**src/rtl/fsu_pkg.sv**
```systemverilog
package fsu_pkg;
  localparam int CODE_W = 32;

  localparam logic [2:0] EXC_NONE  = 3'd0;
  localparam logic [2:0] EXC_ISI   = 3'd1;
  localparam logic [2:0] EXC_DSI   = 3'd2;
  localparam logic [2:0] EXC_ISEG  = 3'd3;
  localparam logic [2:0] EXC_DSEG  = 3'd4;
  localparam logic [2:0] EXC_ALIGN = 3'd5;
  localparam logic [2:0] EXC_PROG  = 3'd6;

  localparam logic [2:0] RES_NO_ENTRY  = 3'd1;
  localparam logic [2:0] RES_VIOLATION = 3'd2;
  localparam logic [2:0] RES_NO_EXEC   = 3'd3;
  localparam logic [2:0] RES_DIRECT    = 3'd4;
  localparam logic [2:0] RES_NO_SEG    = 3'd5;

  localparam logic [2:0] ACC_FETCH = 3'd0;
  localparam logic [2:0] ACC_FLOAT = 3'd2;
  localparam logic [2:0] ACC_RESV  = 3'd3;
  localparam logic [2:0] ACC_EXTC  = 3'd4;

  localparam logic [CODE_W-1:0] CODE_NO_ENTRY = 32'h4000_0000;
  localparam logic [CODE_W-1:0] CODE_VIOL     = 32'h0800_0000;
  localparam logic [CODE_W-1:0] CODE_NX       = 32'h1000_0000;
  localparam logic [CODE_W-1:0] CODE_RESV     = 32'h0400_0000;
  localparam logic [CODE_W-1:0] CODE_EXTC     = 32'h0410_0000;
  localparam logic [CODE_W-1:0] CODE_STORE    = 32'h0200_0000;
  localparam logic [CODE_W-1:0] CODE_ALIGN    = 32'h0000_0010;
  localparam logic [CODE_W-1:0] CODE_INVALID  = 32'h0000_0020;

  typedef struct packed {
    logic              capture;
    logic              clearClass;
    logic              latchStatus;
    logic [2:0]        cls;
    logic [CODE_W-1:0] code;
  } fsuStrobe_t;
endpackage

```
**src/rtl/fsu_ctrl.sv**
```systemverilog
module fsu_ctrl
  import fsu_pkg::*;
(
  input  logic       faultValid,
  input  logic [2:0] outcome,
  input  logic [2:0] accType,
  input  logic       isWrite,
  input  logic       ack,
  output fsuStrobe_t st
);
  logic              fetchSide;
  logic              knownOutcome;
  logic [2:0]        cls;
  logic [CODE_W-1:0] baseCode;

  assign fetchSide    = (accType == ACC_FETCH);
  assign knownOutcome = (outcome >= RES_NO_ENTRY) && (outcome <= RES_NO_SEG);

  always_comb begin
    cls      = EXC_NONE;
    baseCode = '0;
    case (outcome)
      RES_NO_ENTRY: begin
        cls      = fetchSide ? EXC_ISI : EXC_DSI;
        baseCode = CODE_NO_ENTRY;
      end
      RES_VIOLATION: begin
        cls      = fetchSide ? EXC_ISI : EXC_DSI;
        baseCode = CODE_VIOL;
      end
      RES_NO_EXEC: begin
        cls      = fetchSide ? EXC_ISI : EXC_DSI;
        baseCode = fetchSide ? CODE_NX : '0;
      end
      RES_DIRECT: begin
        if (fetchSide) begin
          cls      = EXC_ISI;
          baseCode = CODE_NX;
        end else begin
          case (accType)
            ACC_FLOAT: begin cls = EXC_ALIGN; baseCode = CODE_ALIGN;   end
            ACC_RESV:  begin cls = EXC_DSI;   baseCode = CODE_RESV;    end
            ACC_EXTC:  begin cls = EXC_DSI;   baseCode = CODE_EXTC;    end
            default:   begin cls = EXC_PROG;  baseCode = CODE_INVALID; end
          endcase
        end
      end
      RES_NO_SEG: begin
        cls      = fetchSide ? EXC_ISEG : EXC_DSEG;
        baseCode = '0;
      end
      default: begin
        cls      = EXC_NONE;
        baseCode = '0;
      end
    endcase
  end

  always_comb begin
    st.capture     = faultValid && knownOutcome;
    st.clearClass  = ack;
    st.latchStatus = faultValid && knownOutcome && !fetchSide;
    st.cls         = cls;
    st.code        = (cls == EXC_DSI && isWrite) ? (baseCode | CODE_STORE) : baseCode;
  end
endmodule

```
**src/rtl/fsu_dp.sv**
```systemverilog
module fsu_dp
  import fsu_pkg::*;
#(
  parameter int ADDR_W = 32
) (
  input  logic              clk,
  input  logic              rstN,
  input  fsuStrobe_t        st,
  input  logic [ADDR_W-1:0] faultAddr,
  input  logic              rdSel,
  output logic [2:0]        excClass,
  output logic [CODE_W-1:0] errCode,
  output logic [ADDR_W-1:0] addrReg,
  output logic [CODE_W-1:0] syndReg,
  output logic [ADDR_W-1:0] rdData
);
  always_ff @(posedge clk) begin
    if (!rstN) begin
      excClass <= EXC_NONE;
      errCode  <= '0;
    end else if (st.capture) begin
      excClass <= st.cls;
      errCode  <= st.code;
    end else if (st.clearClass) begin
      excClass <= EXC_NONE;
    end
  end

  always_ff @(posedge clk) begin
    if (!rstN) begin
      addrReg <= '0;
      syndReg <= '0;
    end else if (st.latchStatus) begin
      addrReg <= faultAddr;
      syndReg <= st.code;
    end
  end

  assign rdData = rdSel ? ADDR_W'(syndReg) : addrReg;

  AST_ACK_CLEARS: assert property (@(posedge clk) disable iff (!rstN)
    st.clearClass && !st.capture |=> excClass == EXC_NONE);
  AST_SEG_CODE_ZERO: assert property (@(posedge clk) disable iff (!rstN)
    (excClass == EXC_ISEG || excClass == EXC_DSEG) |-> errCode == '0);
  AST_NO_CAPTURE_HOLD: assert property (@(posedge clk) disable iff (!rstN)
    !st.capture |=> $stable(errCode));
  AST_CLASS_LEGAL: assert property (@(posedge clk) disable iff (!rstN)
    excClass <= EXC_PROG);
endmodule

```
**src/rtl/fault_syndrome_unit.sv**
```systemverilog
module fault_syndrome_unit
  import fsu_pkg::*;
#(
  parameter int ADDR_W = 32
) (
  input  logic              clk,
  input  logic              rstN,
  input  logic              faultValid,
  input  logic [2:0]        outcome,
  input  logic [2:0]        accType,
  input  logic              isWrite,
  input  logic [ADDR_W-1:0] faultAddr,
  input  logic              ack,
  input  logic              rdSel,
  output logic [2:0]        excClass,
  output logic [31:0]       errCode,
  output logic [ADDR_W-1:0] addrReg,
  output logic [31:0]       syndReg,
  output logic [ADDR_W-1:0] rdData
);
  fsuStrobe_t st;

  fsu_ctrl u_ctrl (
    .faultValid (faultValid),
    .outcome    (outcome),
    .accType    (accType),
    .isWrite    (isWrite),
    .ack        (ack),
    .st         (st)
  );

  fsu_dp #(.ADDR_W(ADDR_W)) u_dp (
    .clk       (clk),
    .rstN      (rstN),
    .st        (st),
    .faultAddr (faultAddr),
    .rdSel     (rdSel),
    .excClass  (excClass),
    .errCode   (errCode),
    .addrReg   (addrReg),
    .syndReg   (syndReg),
    .rdData    (rdData)
  );

  AST_STORE_BIT_WRITE_ONLY: assert property (@(posedge clk) disable iff (!rstN)
    faultValid && outcome >= 3'd1 && outcome <= 3'd5 && !isWrite |=> !errCode[25]);
  AST_FETCH_KEEPS_STATUS: assert property (@(posedge clk) disable iff (!rstN)
    faultValid && accType == 3'd0 |=> $stable(addrReg) && $stable(syndReg));
  AST_DATA_LATCH: assert property (@(posedge clk) disable iff (!rstN)
    faultValid && outcome >= 3'd1 && outcome <= 3'd5 && accType != 3'd0
    |=> addrReg == $past(faultAddr) && syndReg == errCode);
endmodule

```
**config.mk**
```make
export PLATFORM = sky130hd
export DESIGN_NAME = fault_syndrome_unit
export DESIGN_NICKNAME = d
export VERILOG_FILES = /design/src/rtl/fsu_pkg.sv /design/src/rtl/fsu_ctrl.sv /design/src/rtl/fsu_dp.sv /design/src/rtl/fault_syndrome_unit.sv
export SDC_FILE = /design/constraint.sdc
export NUM_CORES = 1
export LEC_CHECK = 0
export BUFFER_PORTS_ARGS = -buffer_cell sky130_fd_sc_hd__buf_2
export CORE_MARGIN = 4
export CORE_UTILIZATION = 44
export CTS_BUF_LIST = sky130_fd_sc_hd__clkbuf_8
export CTS_CLUSTER_SIZE = 10
export DETAILED_ROUTE_END_ITERATION = 10
export HOLD_SLACK_MARGIN = 0.06
export PLACE_DENSITY = 0.83
export SYNTH_ARGS = -nofsm -noshare
export SYNTH_HDL_FRONTEND = slang
export SYNTH_SLANG_ARGS = --single-unit
```
**constraint.sdc**
```tcl
create_clock -name clk -period 1.65 [get_ports clk]
set_input_delay 0.165 -clock clk [delete_from_list [all_inputs] [get_ports clk]]
set_output_delay 0.165 -clock clk [all_outputs]
set_load 0.01 [all_outputs]
```
======== After elaboration in Yosys (flattened, before gate mapping) ========
Cells that the tools add are included.
word-level totals
  flip-flop bits (word level) ............. 99
operators by class
  equal/unequal tests ..................... 9
  muxes and demuxes ....................... 13
  reductions and logical operators ........ 9
  magnitude comparators ................... 2
operators with widths
  kind                number
  $pmux 32 s4         1
  $pmux 27 s3         1
  $mux 32             2
  $mux 29             1
  $mux 26             1
  $eq 3x2->1 const B  5
  $mux 3              4
  $eq 3x3->1 const B  3
  $pmux 3 s3          1
  $pmux 3 s2          1
  $logic_and 1x1->1   4
  $eq 3x1->1 const B  1
  $ge 3x1->1 const B  1
  $le 3x3->1 const B  1
  $logic_not 3->1     1
  $reduce_or 3->1     1
  $mux 2              1
  $reduce_bool 2->1   1
  $reduce_or 2->1     1
  $logic_not 1->1     1

======== Longest topological paths before layout ========
  depth after elaboration ................. 8
  mapped depth ............................ 7
  depth with buffers taken out ............ 4

======== Modules after synthesis ========
From an unflattened synthesis, not the netlist that was laid out.
second synthesis, totals
  cells, all modules ...................... 423
  area total of the unflattened synthesis .. 4,877.2 um^2
modules (own cells, without submodules)
  module    area each (um^2)  cells each  times used
  fsu_dp    4,346.7           355         1
  fsu_ctrl  530.5             68          1

======== Worst setup path after synthesis ========
OpenSTA, ideal clock, no wires.
  path type ............................... input -> register
  from .................................... in accType[1]
  to ...................................... reg u_dp.syndReg[28]
  arrival time ............................ 1,250 ps
  slack ................................... 284 ps
  required time ........................... 1,534 ps
  setup time .............................. 116 ps
  path buffers ............................ 3
  cell stages on the path ................. 6
  cells stage by stage .................... clkbuf_1 > nor3_1 > or3_1 > buf_4 > buf_4 > and3_1
between the ends
  longest elaborated chain between the ends .. 3
  elaborated cells between the ends (all ways) .. 6
  classes of those cells .................. mux (3); reduce/logical (3)
RTL lines
  element                                                  line                            source
  start, declared                                          fault_syndrome_unit.sv:10       input logic [2:0] accType,
  $logic_not 3->1 (*)                                      fsu_ctrl.sv:16                  assign fetchSide = (accType == ACC_FETCH);
  $mux 32, or another cell as far along                    fsu_ctrl.sv:36                  if (fetchSide) begin
  $pmux 32 s4 / $logic_and 1x1->1 (equally long branches)  fsu_ctrl.sv:22, fsu_ctrl.sv:62
  end signal, assigned                                     fsu_dp.sv:35                    syndReg <= st.code;
  end, declared                                            fsu_dp.sv:14                    output logic [CODE_W-1:0] syndReg,
Every way passes the cells marked *; elsewhere a longest branch is shown, timed or not.
A chain may end at the register's enable or synchronous reset.

======== Worst setup path after layout ========
  from .................................... reg u_dp.syndReg[5]
  to ...................................... out rdData[5]
between the ends
  longest elaborated chain between the ends .. 1
RTL lines
  element        line                       source
  $mux 32        fsu_dp.sv:39               assign rdData = rdSel ? ADDR_W'(syndReg) : addrReg;
  end, declared  fault_syndrome_unit.sv:19  output logic [ADDR_W-1:0] rdData
Every way passes these cells.

==> results.json <==
{
  "status": "finished clean",
  "switching_share": 0.284,
  "timing.setup.tns_ns": 0,
  "dpl.hpwl_um": 5230,
  "power_switching_uw": 706,
  "core_area_sq_um": 5960,
  "ys_types": 34,
  "dieArea_sq_um": 7530,
  "leakage_nw": 1.71,
  "grt_pass1_vias": 2149,
  "cp_cell_sequence": "mux2_2 -> buf_2",
  "arrival_ns": 1.06,
  "finalCriticalPeriod_ns": 1.23,
  "routedWlPerCell_um": 12.6,
  "numClockSinks": 51,
  "crit_path_start_kind": "register",
  "grt_use_total": 0.166,
  "worst-setup-path-type": "register to output port",
  "fin_nets": 500,
  "vias": 2483,
  "final_layout_size_suffix_gt1_frac": 0.344,
  "synth_edf_count": 0,
  "clock_latency_ns": 0.29,
  "drt_pre_antenna_iters": 4,
  "cts.htree.levels": 2,
  "tritoncts": "built",
  "cts_buffer_depth": 2,
  "synthesis.area_sq_um": 2730,
  "crit_slowest_cell": "dfxtp_1",
  "syn2layout_area_growth_pct": 23.4,
  "cp-end-kind": "output port",
  "routed_via_density": 4.67,
  "num_rows": 28,
  "die_w_um": 86.8,
  "ys_seq_elements": 51,
  "ys.flop_type": "dfxtp_1",
  "syn_inst": 334,
  "hp-class": "input pin to register",
  "finalSetupViolCount": 0,
  "routed_wl_um": 6710,
  "postSynthAreaPerCell_sq_um": 8.17,
  "pwr_density_cell_nw_per_um2": 738,
  "grt_max_degree": 43,
  "root_buffer": "clkbuf_8",
  "p_clk_frac": 0.267,
  "route.detailed.drc": 0,
  "gp_congestion": 0.840,
  "vdd_drop_max_mv": 0.332,
  "postRouteAntennaNets": 0,
  "start_util": 0.458,
  "slowest_delay_ns": 0.36,
  "finalMaxSlewViolations": 0,
  "fmax_mhz": 815,
  "synth_top_cell_by_area": "dfxtp_1",
  "io_buffers": 126,
  "grt_pass1_wl_um": 10100,
  "yosys.area.top_type_share": 0.374,
  "cp_max_fo": 3,
  "rsz0062_at_grt": "false",
  "drv_cap": 0,
  "post-cts-setup-buffers": 0,
  "synth.yosys.warnings": 0,
  "die_y_um": 86.8,
  "p_comb_frac": 0.203,
  "grt_overflow": 0,
  "antenna_found_initial": 0,
  "final_cell_mix": "buf_2 (126), nand2_1 (79), dfxtp_1 (51)",
  "cts.hold.buffers_added": 0,
  "skew_ns": 0,
  "p_seq_frac": 0.531,
  "finalHoldViolations": 0,
  "yosys-top-cells-area": "dfxtp_1 (37%), buf_4 (14%), nand2_1 (11%)",
  "nFillCells": 601,
  "path_clk_slew_ns": 0.09,
  "cts_made_buffers": 5,
  "cts_resized": 0,
  "ios": 175,
  "final_util": 0.566,
  "finalCritPeriodShare": 0.744,
  "async_reset_ff_frac": 0,
  "worstPathRequired_ns": 1.48,
  "layout_commonest_cell": "buf_2",
  "ys_seq_area_frac": 0.374,
  "p_int_mw": 1.78,
  "drtIter0Drc": 103,
  "antenna_cells": 0
}
synthesized netlist by cell type (all sizes together), types with 2 or more instances:
| cell type | n |
|---|---|
| o311ai | 2 |
| nand2 | 79 |
| o21a | 2 |
| or3 | 3 |
| a211oi | 3 |
| dfxtp | 51 |
| a21boi | 44 |
| mux2 | 9 |
| nor3 | 4 |
| o21ai | 7 |
| nand3b | 2 |
| nand3 | 3 |
| nor3b | 5 |
| clkbuf | 13 |
| nor2 | 6 |
| nor2b | 30 |
| buf | 58 |
| a21oi | 3 |
logic make-up after synthesis:
group | share of synthesized area
AOI/OAI and AO/OA | 0.171
other | 0.00137
muxes | 0.0408
DFF | 0.374
buffers and inverters | 0.173
and+or+nand+nor | 0.239
state kept, by name, indices dropped and copies added (netlist names):
name / flops
u_dp.addrReg: 32
u_dp.errCode: 8
u_dp.excClass: 3
u_dp.syndReg: 8
final timing paths:
| kind | from | to | slack (ns) | cells past startpoint |
|---|---|---|---|---|
| worst min register to register | u_dp.addrReg[10]$_SDFFE_PN0P_ | u_dp.addrReg[10]$_SDFFE_PN0P_ | 0.46 | 2 |
| worst max register to register | u_dp.errCode[27]$_SDFFE_PN0P_ | u_dp.errCode[27]$_SDFFE_PN0P_ | 0.74 | 3 |
| worst min-delay path | faultAddr[19] | u_dp.addrReg[19]$_SDFFE_PN0P_ | 0.1 | 3 |
| worst max-delay path | u_dp.syndReg[5]$_SDFFE_PN0P_ | rdData[5] | 0.42 | 2 |
stage by stage:
| step | cell area, sq um | instances | power, mW | hold slack [ns] | setup slack, ns |
|---|---|---|---|---|---|
| 6_report | 3370 | 532 | 2.49 | 0.0988 | 0.423 |
| 5_1_grt | 3370 | 532 | 2.64 | 0.0920 | 0.366 |
| 4_1_cts | 3370 | 532 | 2.53 | 0.0898 | 0.402 |
| 3_5_place_dp | 3290 | 524 | 1.85 | 0.412 | 0.202 |
| 3_3_place_gp | 3290 | 524 | 1.84 | 0.404 | 0.225 |
| 2_1_floorplan | 2910 | 381 | 1.74 | 0.300 | 0.284 |
metal layers:
metal / vias up / wire length [um] / GRT usage / share of wire
li1: 1244 / - / - / -
met1: 1132 / 2620 / 0.199 / 0.39
met4: 0 / 46 / 0.0354 / 0.0069
met5: - / 0 / 0 / 0
met3: 6 / 601 / 0.0390 / 0.090
met2: 101 / 3440 / 0.300 / 0.51
critical path, delay by kind of cell (launching register included):
family   cells  cell delay (ns)
flops        1             0.36
mux          1             0.27
buf+inv      1             0.14
final cells by class:
class	instances	area [sq um]	share of cell area
flip-flops and latches	51	1020	0.303
clock buffers	5	68.8	0.0204
repair buffers	139	753	0.224
multi-input cells	259	1420	0.421
well taps	75	93.8	0.0279
clock inverters	3	12.5	0.00371
power groups by stage:
stage          clock (mW)  sequential (mW)  combinational, mW
5_1_grt             0.755             1.33              0.557
6_report            0.663             1.32              0.504
2_1_floorplan           0             1.37              0.367
3_5_place_dp            0             1.35              0.506
4_1_cts             0.704             1.32              0.507
3_3_place_gp            0             1.35              0.496
Power figures use the tool's default switching activity.
